**config.mk**
```make
export PLATFORM = sky130hd
export DESIGN_NAME = pwm_timer_chan
export DESIGN_NICKNAME = d
export VERILOG_FILES = /design/src/rtl/pwm_tmr_pkg.sv /design/src/rtl/pwm_tmr_cnt.sv /design/src/rtl/pwm_tmr_regs.sv /design/src/rtl/pwm_tmr_out.sv /design/src/rtl/pwm_timer_chan.sv
export SDC_FILE = /design/constraint.sdc
export NUM_CORES = 1
export LEC_CHECK = 0
export ABC_AREA = 1
export BUFFER_PORTS_ARGS = -buffer_cell sky130_fd_sc_hd__buf_2
export CORE_ASPECT_RATIO = 0.8
export CORE_MARGIN = 3
export CORE_UTILIZATION = 45
export CTS_BUF_LIST = sky130_fd_sc_hd__clkbuf_4
export DETAILED_ROUTE_END_ITERATION = 10
export PLACE_DENSITY = 0.65
export SYNTH_ARGS = -nofsm -noshare
export SYNTH_HDL_FRONTEND = slang
export SYNTH_SLANG_ARGS = --single-unit
```
**constraint.sdc**
```tcl
create_clock -name clk -period 3.6 [get_ports clk]
set_input_delay 0.36 -clock clk [delete_from_list [all_inputs] [get_ports clk]]
set_output_delay 0.36 -clock clk [all_outputs]
set_load 0.02 [all_outputs]
```
**src/rtl/pwm_tmr_pkg.sv**
```systemverilog
package pwm_tmr_pkg;
  localparam int ADDR_W = 2;

  // register word addresses
  localparam logic [ADDR_W-1:0] A_CTRL = 2'd0;
  localparam logic [ADDR_W-1:0] A_LOAD = 2'd1;
  localparam logic [ADDR_W-1:0] A_CMP  = 2'd2;
  localparam logic [ADDR_W-1:0] A_CAPT = 2'd3;

  // control word bit positions
  localparam int B_EN    = 0;
  localparam int B_INV   = 2;
  localparam int B_CFLAG = 8;
  localparam int B_OFLAG = 9;

  // packed so that en sits at bit 0 and ovf_ie at bit 4
  typedef struct packed {
    logic ovf_ie;
    logic cmp_ie;
    logic inv;
    logic reload;
    logic en;
  } ctrl_t;

  localparam int CTRL_W = $bits(ctrl_t);

  // output level after one edge carrying the given events
  function automatic logic out_after(input logic cur, input logic hit_c, input logic hit_o);
    return cur ^ hit_c ^ hit_o;
  endfunction

  // flag after one edge: set wins over a write-one clear
  function automatic logic flag_after(input logic cur, input logic clr, input logic set);
    return (cur & ~clr) | set;
  endfunction
endpackage

```
**src/rtl/pwm_tmr_cnt.sv**
```systemverilog
module pwm_tmr_cnt #(
  parameter int CNT_W = 24
) (
  input  logic             clk,
  input  logic             rst_n,
  input  logic             run,
  input  logic             start,
  input  logic             tick,
  input  logic             reload,
  input  logic [CNT_W-1:0] load_val,
  input  logic [CNT_W-1:0] cmp_val,
  output logic [CNT_W-1:0] cnt,
  output logic             hit_cmp,
  output logic             hit_ovf
);
  localparam logic [CNT_W-1:0] CNT_TOP = '1;

  function automatic logic [CNT_W-1:0] next_cnt(input logic [CNT_W-1:0] c,
                                                input logic [CNT_W-1:0] ld,
                                                input logic rl);
    if (c == CNT_TOP) return rl ? ld : '0;
    return c + 1'b1;
  endfunction

  logic step;
  assign step    = run & tick & ~start;
  assign hit_cmp = step & (cnt == cmp_val);
  assign hit_ovf = step & (cnt == CNT_TOP);

  always_ff @(posedge clk or negedge rst_n) begin
    if (!rst_n)     cnt <= '0;
    else if (start) cnt <= load_val;
    else if (step)  cnt <= next_cnt(cnt, load_val, reload);
  end
endmodule

```
**src/rtl/pwm_tmr_regs.sv**
```systemverilog
module pwm_tmr_regs
  import pwm_tmr_pkg::*;
#(
  parameter int CNT_W = 24
) (
  input  logic              clk,
  input  logic              rst_n,
  input  logic              bus_we,
  input  logic [ADDR_W-1:0] bus_addr,
  input  logic [CNT_W-1:0]  bus_wdata,
  input  logic              hit_cmp,
  input  logic              hit_ovf,
  input  logic [CNT_W-1:0]  cnt,
  output ctrl_t             ctrl,
  output logic [CNT_W-1:0]  load_val,
  output logic [CNT_W-1:0]  cmp_val,
  output logic [CNT_W-1:0]  capt,
  output logic              start,
  output logic              start_inv,
  output logic              cmp_flag,
  output logic              ovf_flag,
  output logic              cmp_irq,
  output logic              ovf_irq,
  output logic [CNT_W-1:0]  bus_rdata
);
  logic wr_ctrl, clr_c, clr_o;
  assign wr_ctrl   = bus_we & (bus_addr == A_CTRL);
  assign start     = wr_ctrl & bus_wdata[B_EN] & ~ctrl.en;
  assign start_inv = bus_wdata[B_INV];
  assign clr_c     = wr_ctrl & bus_wdata[B_CFLAG];
  assign clr_o     = wr_ctrl & bus_wdata[B_OFLAG];

  always_ff @(posedge clk or negedge rst_n) begin
    if (!rst_n) begin
      ctrl     <= '0;
      load_val <= '0;
      cmp_val  <= '0;
      capt     <= '0;
      cmp_flag <= 1'b0;
      ovf_flag <= 1'b0;
    end else begin
      if (wr_ctrl) ctrl <= ctrl_t'(bus_wdata[CTRL_W-1:0]);
      if (bus_we && bus_addr == A_LOAD) load_val <= bus_wdata;
      if (bus_we && bus_addr == A_CMP)  cmp_val  <= bus_wdata;
      if (hit_cmp) capt <= cnt;
      cmp_flag <= flag_after(cmp_flag, clr_c, hit_cmp);
      ovf_flag <= flag_after(ovf_flag, clr_o, hit_ovf);
    end
  end

  assign cmp_irq = cmp_flag & ctrl.cmp_ie;
  assign ovf_irq = ovf_flag & ctrl.ovf_ie;

  always_comb begin
    bus_rdata = '0;
    case (bus_addr)
      A_CTRL: begin
        bus_rdata[CTRL_W-1:0] = ctrl;
        bus_rdata[B_CFLAG]    = cmp_flag;
        bus_rdata[B_OFLAG]    = ovf_flag;
      end
      A_LOAD:  bus_rdata = load_val;
      A_CMP:   bus_rdata = cmp_val;
      default: bus_rdata = capt;
    endcase
  end
endmodule

```
**src/rtl/pwm_tmr_out.sv**
```systemverilog
module pwm_tmr_out
  import pwm_tmr_pkg::*;
(
  input  logic clk,
  input  logic rst_n,
  input  logic start,
  input  logic start_inv,
  input  logic hit_cmp,
  input  logic hit_ovf,
  output logic pwm_out
);
  always_ff @(posedge clk or negedge rst_n) begin
    if (!rst_n)     pwm_out <= 1'b0;
    else if (start) pwm_out <= start_inv;
    else            pwm_out <= out_after(pwm_out, hit_cmp, hit_ovf);
  end
endmodule

```
**src/rtl/pwm_timer_chan.sv**
```systemverilog
module pwm_timer_chan
  import pwm_tmr_pkg::*;
#(
  parameter int CNT_W = 24
) (
  input  logic             clk,
  input  logic             rst_n,
  input  logic             tick,
  input  logic             bus_we,
  input  logic [1:0]       bus_addr,
  input  logic [CNT_W-1:0] bus_wdata,
  output logic [CNT_W-1:0] bus_rdata,
  output logic             pwm_out,
  output logic             cmp_irq,
  output logic             ovf_irq
);
  ctrl_t            ctrl;
  logic [CNT_W-1:0] load_val, cmp_val, capt, cnt;
  logic             start, start_inv, hit_cmp, hit_ovf, cmp_flag, ovf_flag;

  pwm_tmr_regs #(.CNT_W(CNT_W)) regs_i (
    .clk(clk), .rst_n(rst_n), .bus_we(bus_we), .bus_addr(bus_addr),
    .bus_wdata(bus_wdata), .hit_cmp(hit_cmp), .hit_ovf(hit_ovf), .cnt(cnt),
    .ctrl(ctrl), .load_val(load_val), .cmp_val(cmp_val), .capt(capt),
    .start(start), .start_inv(start_inv), .cmp_flag(cmp_flag),
    .ovf_flag(ovf_flag), .cmp_irq(cmp_irq), .ovf_irq(ovf_irq),
    .bus_rdata(bus_rdata)
  );

  pwm_tmr_cnt #(.CNT_W(CNT_W)) cnt_i (
    .clk(clk), .rst_n(rst_n), .run(ctrl.en), .start(start), .tick(tick),
    .reload(ctrl.reload), .load_val(load_val), .cmp_val(cmp_val),
    .cnt(cnt), .hit_cmp(hit_cmp), .hit_ovf(hit_ovf)
  );

  pwm_tmr_out out_i (
    .clk(clk), .rst_n(rst_n), .start(start), .start_inv(start_inv),
    .hit_cmp(hit_cmp), .hit_ovf(hit_ovf), .pwm_out(pwm_out)
  );
endmodule

```
==> results.sh, run 1 <==
export IMPL_status="finished, final reports clean"
export IMPL_cap_violations=0
export IMPL_cp_start_kind="input port"
export IMPL_synth_warnings=0
export IMPL_period_share_pct=71.9
export IMPL_clkPwrFrac_pct=18.4
export IMPL_place_ws_ps=1060
export IMPL_cp_slowest_cell="inv_1"
export IMPL_synthSimpleGateAreaFrac_pct=32.9
export IMPL_cts_tree="yes"
export IMPL_timing_hold_ws_ps=98.1
export IMPL_slew_limit_headroom_pct=36.6
export IMPL_seq_area_um2=2600
export IMPL_ys_ff_latch=104
export IMPL_vdd_drop_max_mv=0.223
export IMPL_grt_pass1_vias=5362
export IMPL_drc_errors=0
export IMPL_netlist_instances=898
export IMPL_finalWorstSetupSlack_ps=1010
export IMPL_routabilityCongestion=0.938
export IMPL_grt_ovfl_total=0
export IMPL_cts_clk_slew_worst_paths_ps=180
export IMPL_hold_viol=0
export IMPL_leakage_nw=3.52
export IMPL_comb_power_share_pct=33.8
export IMPL_netlist_area_um2=6180
export IMPL_htree_levels=3
export IMPL_max_freq_mhz=386
export IMPL_cp_cell_sequence="buf_2 > inv_1 > nor2_1 > inv_1 > o22ai_1 > a21oi_1 > nand2_1 > buf_2"
export IMPL_sequentialPowerShare_pct=47.8
export IMPL_fill_cells=1401
export IMPL_die_w_um=137
export IMPL_async_flop_share_pct=100
export IMPL_clockRootBuffer="clkbuf_4"
export IMPL_setup_viol=0
export IMPL_antenna_found_initial=0
export IMPL_setup_tns_ps=0
export IMPL_hpwl_um=13300
export IMPL_switchingPower_mw=1.54
export IMPL_grt_pass1_wl_um=29700
export IMPL_crit_path_max_incr_delay_ps=590
export IMPL_fin_area_um2=6750
export IMPL_ys_flop_type="dfrtp_1"
export IMPL_row_count=37
export IMPL_initial_core_util_pct=47.0
export IMPL_clk_latency_ps=490
export IMPL_endpoint_kind="primary output"
export IMPL_p_int_mw=2.00
export IMPL_ys_seq_area_share_pct=42.1
export IMPL_fin_skew_ps=22.1
export IMPL_finalNetCount=971
export IMPL_cp_top_family="buffers and inverters"
export IMPL_syn_area_per_cell_um2=6.88
export IMPL_tightest_slew_ps=951
export IMPL_grt_max_degree=105
export IMPL_synth_fa_ha_area_share_pct=0.202
export IMPL_ctsLongestPathBuffers=2
export IMPL_wl_per_cell_um=16.5
export IMPL_grt_total_usage_pct=25.0
export IMPL_critPathMaxFanout=20
export IMPL_busiest_layer="met1"
export IMPL_synth_top_family_by_area="simple AND/OR/NAND/NOR gates"
export IMPL_synth_compound_area_share_pct=12.5
export IMPL_met2_usage_pct=34.6
export IMPL_post_cts_buffers=0
export IMPL_critPathKind="in2out"
export IMPL_drive_gt1_share_pct=12.0
export IMPL_first_pass_iters=6
export IMPL_synth_xor_area_share_pct=2.55
export IMPL_met1_usage_pct=40.3
export IMPL_vias=5942
export IMPL_antennaDiodeCount=0
export IMPL_p_sw_share_pct=43.4
export IMPL_synth_nets=929
export IMPL_synth_mux_area_fraction_pct=0.364
export IMPL_period_needed_ps=2590
export IMPL_fp_dieH_um=111
export IMPL_path_buf_inv=4
export IMPL_worstPathArrival_ps=2230
export IMPL_power_mw=3.54
export IMPL_vias_per_cell=5.31
export IMPL_synth_cell_type_count=34
export IMPL_synth_edf_count=0
export IMPL_routed_wl_um=18500
export IMPL_route_antenna_remaining_nets=0
export IMPL_portBuffers=56
export IMPL_grt_use_met3_pct=4.54
export IMPL_rsz0062_at_grt="false"
export IMPL_cts_buffers=9
export IMPL_multi_input_area_um2=3000
export IMPL_dpl_instance_area_um2=6590
export IMPL_hold_class="in2reg"
export IMPL_cp_data_required_time_ps=3240
export IMPL_area_delta_synth_final_pct=9.15
export IMPL_dieArea_um2=15200
export IMPL_drtIter0Drc=504
export IMPL_core_area_um2=13100
export IMPL_powerDensity_nw_per_um2=525
export IMPL_drv_slew=0
export IMPL_cts_sinks=104
export IMPL_ios=57
[routing by layer]
layer | wire length [µm] | part of all wire [%]
met1 | 9140 | 49
met5 | 0 | 0
met2 | 7460 | 40
met3 | 1660 | 9.0
met4 | 236 | 1.3
[cell type report]
type                            count  share of cell area (%)
Sequential cell                   104                    38.6
Tap cell                          175                    3.25
Multi-Input combinational cell    647                    44.4
Clock inverter                      6                    1.13
Timing Repair Buffer               63                    5.19
Clock buffer                        9                    1.00
Inverter                          115                    6.40
[logic make-up (layout without fill, tap and decap cells)]
| family | count (synthesis) | count (layout) |
|---|---|---|
| DFF | 104 | 104 |
| AOI/OAI and AO/OA | 137 | 137 |
| muxes | 2 | 2 |
| and+or+nand+nor | 489 | 489 |
| xor gates and xnor gates | 18 | 18 |
| adders and majority gates | 1 | 1 |
| buffers and inverters | 147 | 193 |
[state kept, by name, indices dropped and copies added, names as in the netlist]
signal / flops
cnt_i.cnt: 24
regs_i.load_val: 24
regs_i.ctrl: 5
regs_i.cmp_val: 24
regs_i.capt: 24
out_i.pwm_out: 1
regs_i.ovf_flag: 1
regs_i.cmp_flag: 1
[placed cells by master (no fill, tap or decap)]
master / count
nand2_1: 355
inv_1: 110
dfrtp_1: 104
o21ai_0: 88
nor2_1: 59
buf_2: 55
nand3_1: 33
nand4_1: 13
xor2_1: 13
a21oi_1: 12
o211ai_1: 10
clkbuf_4: 9
nand2_2: 8
o21ai_1: 8
o221ai_1: 6
o21ai_2: 6
buf_4: 6
xnor2_1: 5
inv_2: 5
nor2_2: 5
o2111ai_1: 4
nand3_2: 4
o22ai_1: 3
nor3_1: 3
nor2_4: 2
nand3b_1: 2
nor3_4: 2
mux2_2: 2
clkinv_4: 2
inv_6: 2
and2_1: 1
nand2_4: 1
or2_2: 1
ha_1: 1
bufinv_16: 1
inv_8: 1
dlygate4sd3_1: 1
buf_12: 1
[path summary, 6_finish.rpt]
check                                     start             endpoint  slack (ps)  cells after the start
worst max-delay path                bus_addr[1]         bus_rdata[1]        1010                      8
worst min-delay path              bus_wdata[20]  regs_i.load_val[20]         100                      3
worst max register to register     cnt_i.cnt[0]         cnt_i.cnt[2]        1220                     13
worst min register to register  regs_i.capt[10]      regs_i.capt[10]         510                      2
max in group asynchronous                 rst_n      regs_i.capt[14]        2710                      3
min in group asynchronous                 rst_n   regs_i.load_val[4]         440                      3
[synth_stat cells, types with 2 or more instances]
cell type	n	area, µm²
nand2_1	355	1330
inv_1	110	413
dfrtp_1	104	2600
o21ai_0	88	440
nor2_1	59	221
nand3_1	33	165
clkbuf_1	18	67.6
nand4_1	13	81.3
xor2_1	13	114
a21oi_1	12	60.1
buf_2	10	50.1
o211ai_1	10	75.1
nand2_2	8	50.1
o21ai_1	8	40.0
o21ai_2	6	52.6
o221ai_1	6	52.6
inv_2	5	18.8
nor2_2	5	31.3
xnor2_1	5	43.8
nand3_2	4	40.0
o2111ai_1	4	35.0
nor3_1	3	15.0
o22ai_1	3	18.8
buf_4	2	15.0
mux2_2	2	22.5
nand3b_1	2	15.0
nor2_4	2	22.5
nor3_4	2	32.5
[per-stage QoR]
stage	instances	util [%]
6_report	1119	51.3
3_5_place_dp	1103	50.1
4_1_cts	1119	51.3
5_1_grt	1119	51.3
2_1_floorplan	898	-
3_3_place_gp	1103	50.1
[worst register-to-register path, cell delays in order, from the launching register on]
cell and delay (ps):
dfrtp_1 480, ha_1 280, nand3_2 130, inv_1 90, nand2_2 120, inv_2 90
nand2_2 110, nor3_4 290, nand3_2 130, nand2_2 290, nand2_1 140, nand2_1 80
nand2_1 40, nand2_1 50
[what timing repair did]
item	4_1_cts	5_1_grt
hold buffers	1	0
gates resized for setup	0	0
hold endpoints to repair	104	0
[power by group through the flow]
stage	Combinational, mW	Clock, mW	Sequential, mW
after floorplan	0.897	0	1.58
after global placement	1.18	0	1.70
after detailed placement	1.18	0	1.70
after CTS	1.19	0.664	1.68
after global routing	1.37	0.703	1.72
final	1.20	0.651	1.69
(Power assumes the default switching activity.)
==> inputs of run 2 (changes only) <==
- PLACE_DENSITY: 0.65 -> 0.68
- clock period: 3.6 -> 2.3 ns (I/O delays scaled with it)
==> results.sh, run 2 (synthesis gave the netlist of run 1 again) <==
export IMPL_period_share_pct=91.9
export IMPL_worstPathArrival_ps=2540
export IMPL_worst_r2r_setup_slack_ps=190
export IMPL_grt_pass1_wl_um=30400
export IMPL_setup_tns_ps=0
export IMPL_fill_cells=1364
export IMPL_drive_gt1_share_pct=13.1
export IMPL_dpl_instance_area_um2=6700
export IMPL_fp_dieH_um=111
export IMPL_hold_start="bus_wdata[6]"
export IMPL_r2r_end="cnt_i.cnt[15]"
export IMPL_seq_area_um2=2600
export IMPL_vias_per_cell=5.22
export IMPL_hpwl_um=14000
export IMPL_cp_data_required_time_ps=2730
export IMPL_area_delta_synth_final_pct=13.7
export IMPL_period_needed_ps=2110
export IMPL_layout_common_cells="nand2_1, inv_1, dfrtp_1"
export IMPL_routed_wl_um=18800
export IMPL_ios=57
export IMPL_powerDensity_nw_per_um2=792
export IMPL_portBuffers=56
export IMPL_clockRootBuffer="clkbuf_4"
export IMPL_endpoint_kind="flop"
export IMPL_hold_end="regs_i.cmp_val[6]"
export IMPL_finalNetCount=1003
export IMPL_antenna_found_initial=0
export IMPL_route_antenna_remaining_nets=0
export IMPL_finalWorstSetupSlack_ps=187
export IMPL_rsz0062_at_grt="false"
export IMPL_die_w_um=137
export IMPL_initial_core_util_pct=47.0
export IMPL_core_area_um2=13100
export IMPL_ctsLongestPathBuffers=2
export IMPL_row_count=37
export IMPL_post_cts_buffers=0
export IMPL_cts_buffers=9
export IMPL_cp_start_kind="flop"
export IMPL_wl_met1_um=9230
export IMPL_place_ws_ps=234
export IMPL_grt_total_usage_pct=25.6
export IMPL_slew_limit_headroom_pct=61.6
export IMPL_setup_viol=0
export IMPL_fin_skew_ps=21.7
export IMPL_highest_layer="met4"
export IMPL_vdd_drop_max_mv=0.401
export IMPL_cts_tree="yes"
export IMPL_wl_met3_um=1580
export IMPL_critPathMaxFanout=8
export IMPL_cap_violations=0
export IMPL_grt_ovfl_total=0
export IMPL_dieArea_um2=15200
export IMPL_drtIter0Drc=561
export IMPL_worst_r2r_startpoint="cnt_i.cnt[0]"
export IMPL_fin_area_um2=7020
export IMPL_antennaDiodeCount=0
export IMPL_hold_viol=0
export IMPL_critPathKind="reg2reg"
export IMPL_htree_levels=3
export IMPL_multi_input_area_um2=3000
export IMPL_leakage_nw=3.65
export IMPL_status="finished, final reports clean"
export IMPL_grt_max_degree=105
export IMPL_drc_errors=0
export IMPL_grt_pass1_vias=5706
export IMPL_tightest_slew_ps=576
export IMPL_wl_per_cell_um=16.4
export IMPL_max_freq_mhz=473
export IMPL_cts_clk_slew_worst_paths_ps=170
export IMPL_hold_class="in2reg"
export IMPL_vias=6010
export IMPL_first_pass_iters=8
export IMPL_worst_hold_path_num_cells=3
export IMPL_final_common_cell="nand2_1"
export IMPL_cts_sinks=104
export IMPL_clk_latency_ps=480
export IMPL_wl_met2_um=7800
export IMPL_ff2ff_path_depth=13
export IMPL_routabilityCongestion=1.00
export IMPL_drv_slew=0
-- run 2: worst max path at each step --
stage / startpoint / endpoint / slack, ps / cells after the start
after floorplan: cnt_i.cnt[0] / cnt_i.cnt[21] / 620 / 14
after global placement: cnt_i.cnt[1] / cnt_i.cnt[21] / 290 / 14
final: cnt_i.cnt[0] / cnt_i.cnt[15] / 190 / 13
after detailed placement: cnt_i.cnt[0] / cnt_i.cnt[21] / 230 / 14
after global routing: cnt_i.cnt[1] / cnt_i.cnt[2] / 20 / 13
after CTS: cnt_i.cnt[0] / cnt_i.cnt[21] / 200 / 14
-- run 2: power by group --
group	internal [mW]	switching (mW)
combinational	0.702	1.29
clock	0.340	0.631
sequential	2.14	0.459
-- run 2: layout make-up --
| type | instances | area share (%) |
|---|---|---|
| Sequential cell | 104 | 37.1 |
| Tap cell | 175 | 3.12 |
| Clock buffer | 10 | 1.07 |
| Clock inverter | 6 | 0.837 |
| Multi-Input combinational cell | 647 | 42.7 |
| Inverter | 115 | 6.15 |
| Timing Repair Buffer | 95 | 9.05 |
-- run 2: critical path: stages (launching register included) --
cell and delay (ps):
dfrtp_2 450, ha_1 220, nand3_2 130, inv_1 90, nand2_2 90, inv_2 80
nand2_2 110, nor3_4 250, nand3_2 140, nand2_2 230, nand2_1 100, nand2_1 70
nand2_1 50, nand2_1 60
-- run 2: timing repair --
item | in CTS | in global routing
hold buffers | 14 | 5
endpoints found under the setup margin | 0 | 3
hold endpoints to repair | 122 | 8
resized for setup | 0 | 2
-- run 2: stage by stage --
step	total power, mW	hold slack, ps	utilization [%]	std cells
floorplan	3.87	-65.6	-	898
global placement	4.56	349	50.9	1117
detailed placement	4.56	349	50.9	1117
CTS	5.54	0.401	53.0	1147
global route	5.99	0.175	53.4	1152
finish	5.56	8.94	53.4	1152
-- run 2: layer usage --
layer | up-vias | GRT usage, %
met4 | 0 | 5.98
met5 | - | 0
met2 | 238 | 36.1
met1 | 2778 | 39.2
met3 | 26 | 6.17
li1 | 2968 | -
==> inputs of run 3 (changes only) <==
--- a/config.mk
+++ b/config.mk
@@ -11,6 +11,7 @@
 export CORE_MARGIN = 3
-export CORE_UTILIZATION = 45
+export CORE_UTILIZATION = 56
 export CTS_BUF_LIST = sky130_fd_sc_hd__clkbuf_4
 export DETAILED_ROUTE_END_ITERATION = 10
-export PLACE_DENSITY = 0.68
+export GPL_TIMING_DRIVEN = 0
+export PLACE_DENSITY = 0.81
 export SYNTH_ARGS = -nofsm -noshare
--- a/constraint.sdc
+++ b/constraint.sdc
@@ -3,2 +3,2 @@
 set_output_delay 0.23 -clock clk [all_outputs]
-set_load 0.02 [all_outputs]
+set_load 0.005 [all_outputs]
==> results.sh, run 3 (synthesis gave the netlist of run 1 again) <==
export IMPL_status="finished, final reports clean"
export IMPL_ff2ff_path_depth=11
export IMPL_max_freq_mhz=471
export IMPL_wl_per_cell_um=18.4
export IMPL_post_cts_buffers=0
export IMPL_drtIter0Drc=713
export IMPL_cap_violations=0
export IMPL_drc_errors=0
export IMPL_grt_use_met3_pct=12.2
export IMPL_leakage_nw=3.67
export IMPL_place_ws_ps=70.5
export IMPL_clk_latency_ps=510
export IMPL_portBuffers=56
export IMPL_fp_dieH_um=100
export IMPL_drive_gt1_share_pct=12.8
export IMPL_worst_hold_path_num_cells=3
export IMPL_core_area_um2=10500
export IMPL_grt_pass1_wl_um=32100
export IMPL_hold_class="in2reg"
export IMPL_grt_max_degree=59
export IMPL_met1_usage_pct=51.2
export IMPL_slew_limit_headroom_pct=42.1
export IMPL_fill_cells=967
export IMPL_multi_input_area_um2=3010
export IMPL_vias_per_cell=5.69
export IMPL_fin_skew_ps=18.3
export IMPL_finalNetCount=1017
export IMPL_period_needed_ps=2120
export IMPL_hpwl_um=15300
export IMPL_vias=6432
export IMPL_grt_ovfl_total=0
export IMPL_htree_levels=3
export IMPL_clockRootBuffer="clkbuf_4"
export IMPL_vdd_drop_max_mv=0.498
export IMPL_grt_total_usage_pct=34.9
export IMPL_ios=57
export IMPL_tightest_slew_ps=869
export IMPL_initial_core_util_pct=58.9
export IMPL_routed_wl_um=20800
export IMPL_cp_start_kind="flop"
export IMPL_met2_usage_pct=48.6
export IMPL_route_antenna_remaining_nets=0
export IMPL_drv_slew=0
export IMPL_seq_area_um2=2600
export IMPL_timing_hold_ws_ps=4.79
export IMPL_antenna_found_initial=0
export IMPL_powerDensity_nw_per_um2=808
export IMPL_cts_sinks=104
export IMPL_period_share_pct=92.3
export IMPL_cp_data_required_time_ps=2730
export IMPL_first_pass_iters=5
export IMPL_final_common_cell="nand2_1"
export IMPL_fin_util_pct=67.2
export IMPL_ctsLongestPathBuffers=2
export IMPL_worstPathArrival_ps=2550
export IMPL_finalWorstSetupSlack_ps=177
export IMPL_cts_buffers=9
export IMPL_row_count=33
export IMPL_critPathMaxFanout=8
export IMPL_routabilityCongestion=1.01
export IMPL_die_w_um=123
export IMPL_critPathKind="reg2reg"
export IMPL_endpoint_kind="flop"
export IMPL_cts_tree="yes"
export IMPL_area_delta_synth_final_pct=14.0
export IMPL_setup_viol=0
export IMPL_layout_common_cells="nand2_1, inv_1, dfrtp_1"
export IMPL_hold_viol=0
export IMPL_antennaDiodeCount=0
export IMPL_rsz0062_at_grt="false"
export IMPL_dieArea_um2=12300
export IMPL_cts_clk_slew_worst_paths_ps=170
export IMPL_grt_pass1_vias=5763
export IMPL_busiest_layer="met1"
[run 3: cell types whose count changed in the layout (fill, tap and decap cells not counted), moves of 2 or more]
cell      delta
buf_2       +10
clkbuf_2     +3
clkbuf_1    +15
clkinv_8     +2
inv_6        +3
clkinv_1     -2
buf_4       -17
[run 3: worst max-delay path, cell delays in order, from the launching register on]
cell and delay, ps:
dfrtp_2 470, ha_1 230, nand3_2 110, inv_1 90, nand2_2 110, inv_2 90
nand2_2 100, nor3_4 250, nand3_2 160, nand2_4 180, nand2_1 90, a21oi_1 160
[run 3: metrics by stage]
step / instance area [µm²] / setup TNS, ps / power [mW] / cells
after CTS: 7020 / 0 / 5.60 / 1130
final: 7040 / 0 / 5.69 / 1131
after detailed placement: 6670 / 0 / 4.51 / 1095
after floorplan: 6180 / 0 / 3.81 / 898
after global routing: 7040 / 0 / 6.05 / 1131
after global placement: 6640 / -15290 / 4.47 / 1094
[run 3: worst paths after layout]
| path | start | endpoint | slack (ps) |
|---|---|---|---|
| max | cnt_i.cnt[0] | cnt_i.cnt[0] | 180 |
| min | bus_wdata[3] | regs_i.ctrl[3] | 5 |
| max reg2reg | cnt_i.cnt[0] | cnt_i.cnt[0] | 180 |
| min reg2reg | regs_i.capt[1] | regs_i.capt[1] | 510 |
| max in group asynchronous | rst_n | regs_i.capt[16] | 1320 |
| min in group asynchronous | rst_n | regs_i.capt[6] | 260 |
[run 3: timing repair]
| item | CTS | global route |
|---|---|---|
| endpoints found under the hold margin | 79 | 1 |
| hold buffers | 19 | 1 |
| endpoints found under the setup margin | 0 | 14 |
| gates resized for setup | 0 | 9 |
[run 3: area by class of cell]
type,count,share of cell area [%]
sequential,104,37.0
buffer,32,2.15
clock inverter,7,1.39
timing repair buffer,77,7.25
tap,140,2.49
clock buffer,9,0.959
inverter,115,6.13
multi-input combinational,647,42.7
[run 3: where the power goes]
part           internal (mW)  leakage, nW  total (mW)  switching [mW]
clock                  0.365       0.0874        1.09           0.728
combinational          0.692         2.24        1.96            1.27
sequential              2.14         1.34        2.64           0.497
total                   3.20         3.67        5.69            2.49
[run 3: routing by layer]
layer,part of all wire [%],vias to the layer above,wire length (µm)
li1,-,3000,-
met1,42,2997,8770
met2,42,386,8660
met3,14,49,2860
met4,2.4,0,502
met5,0,-,0
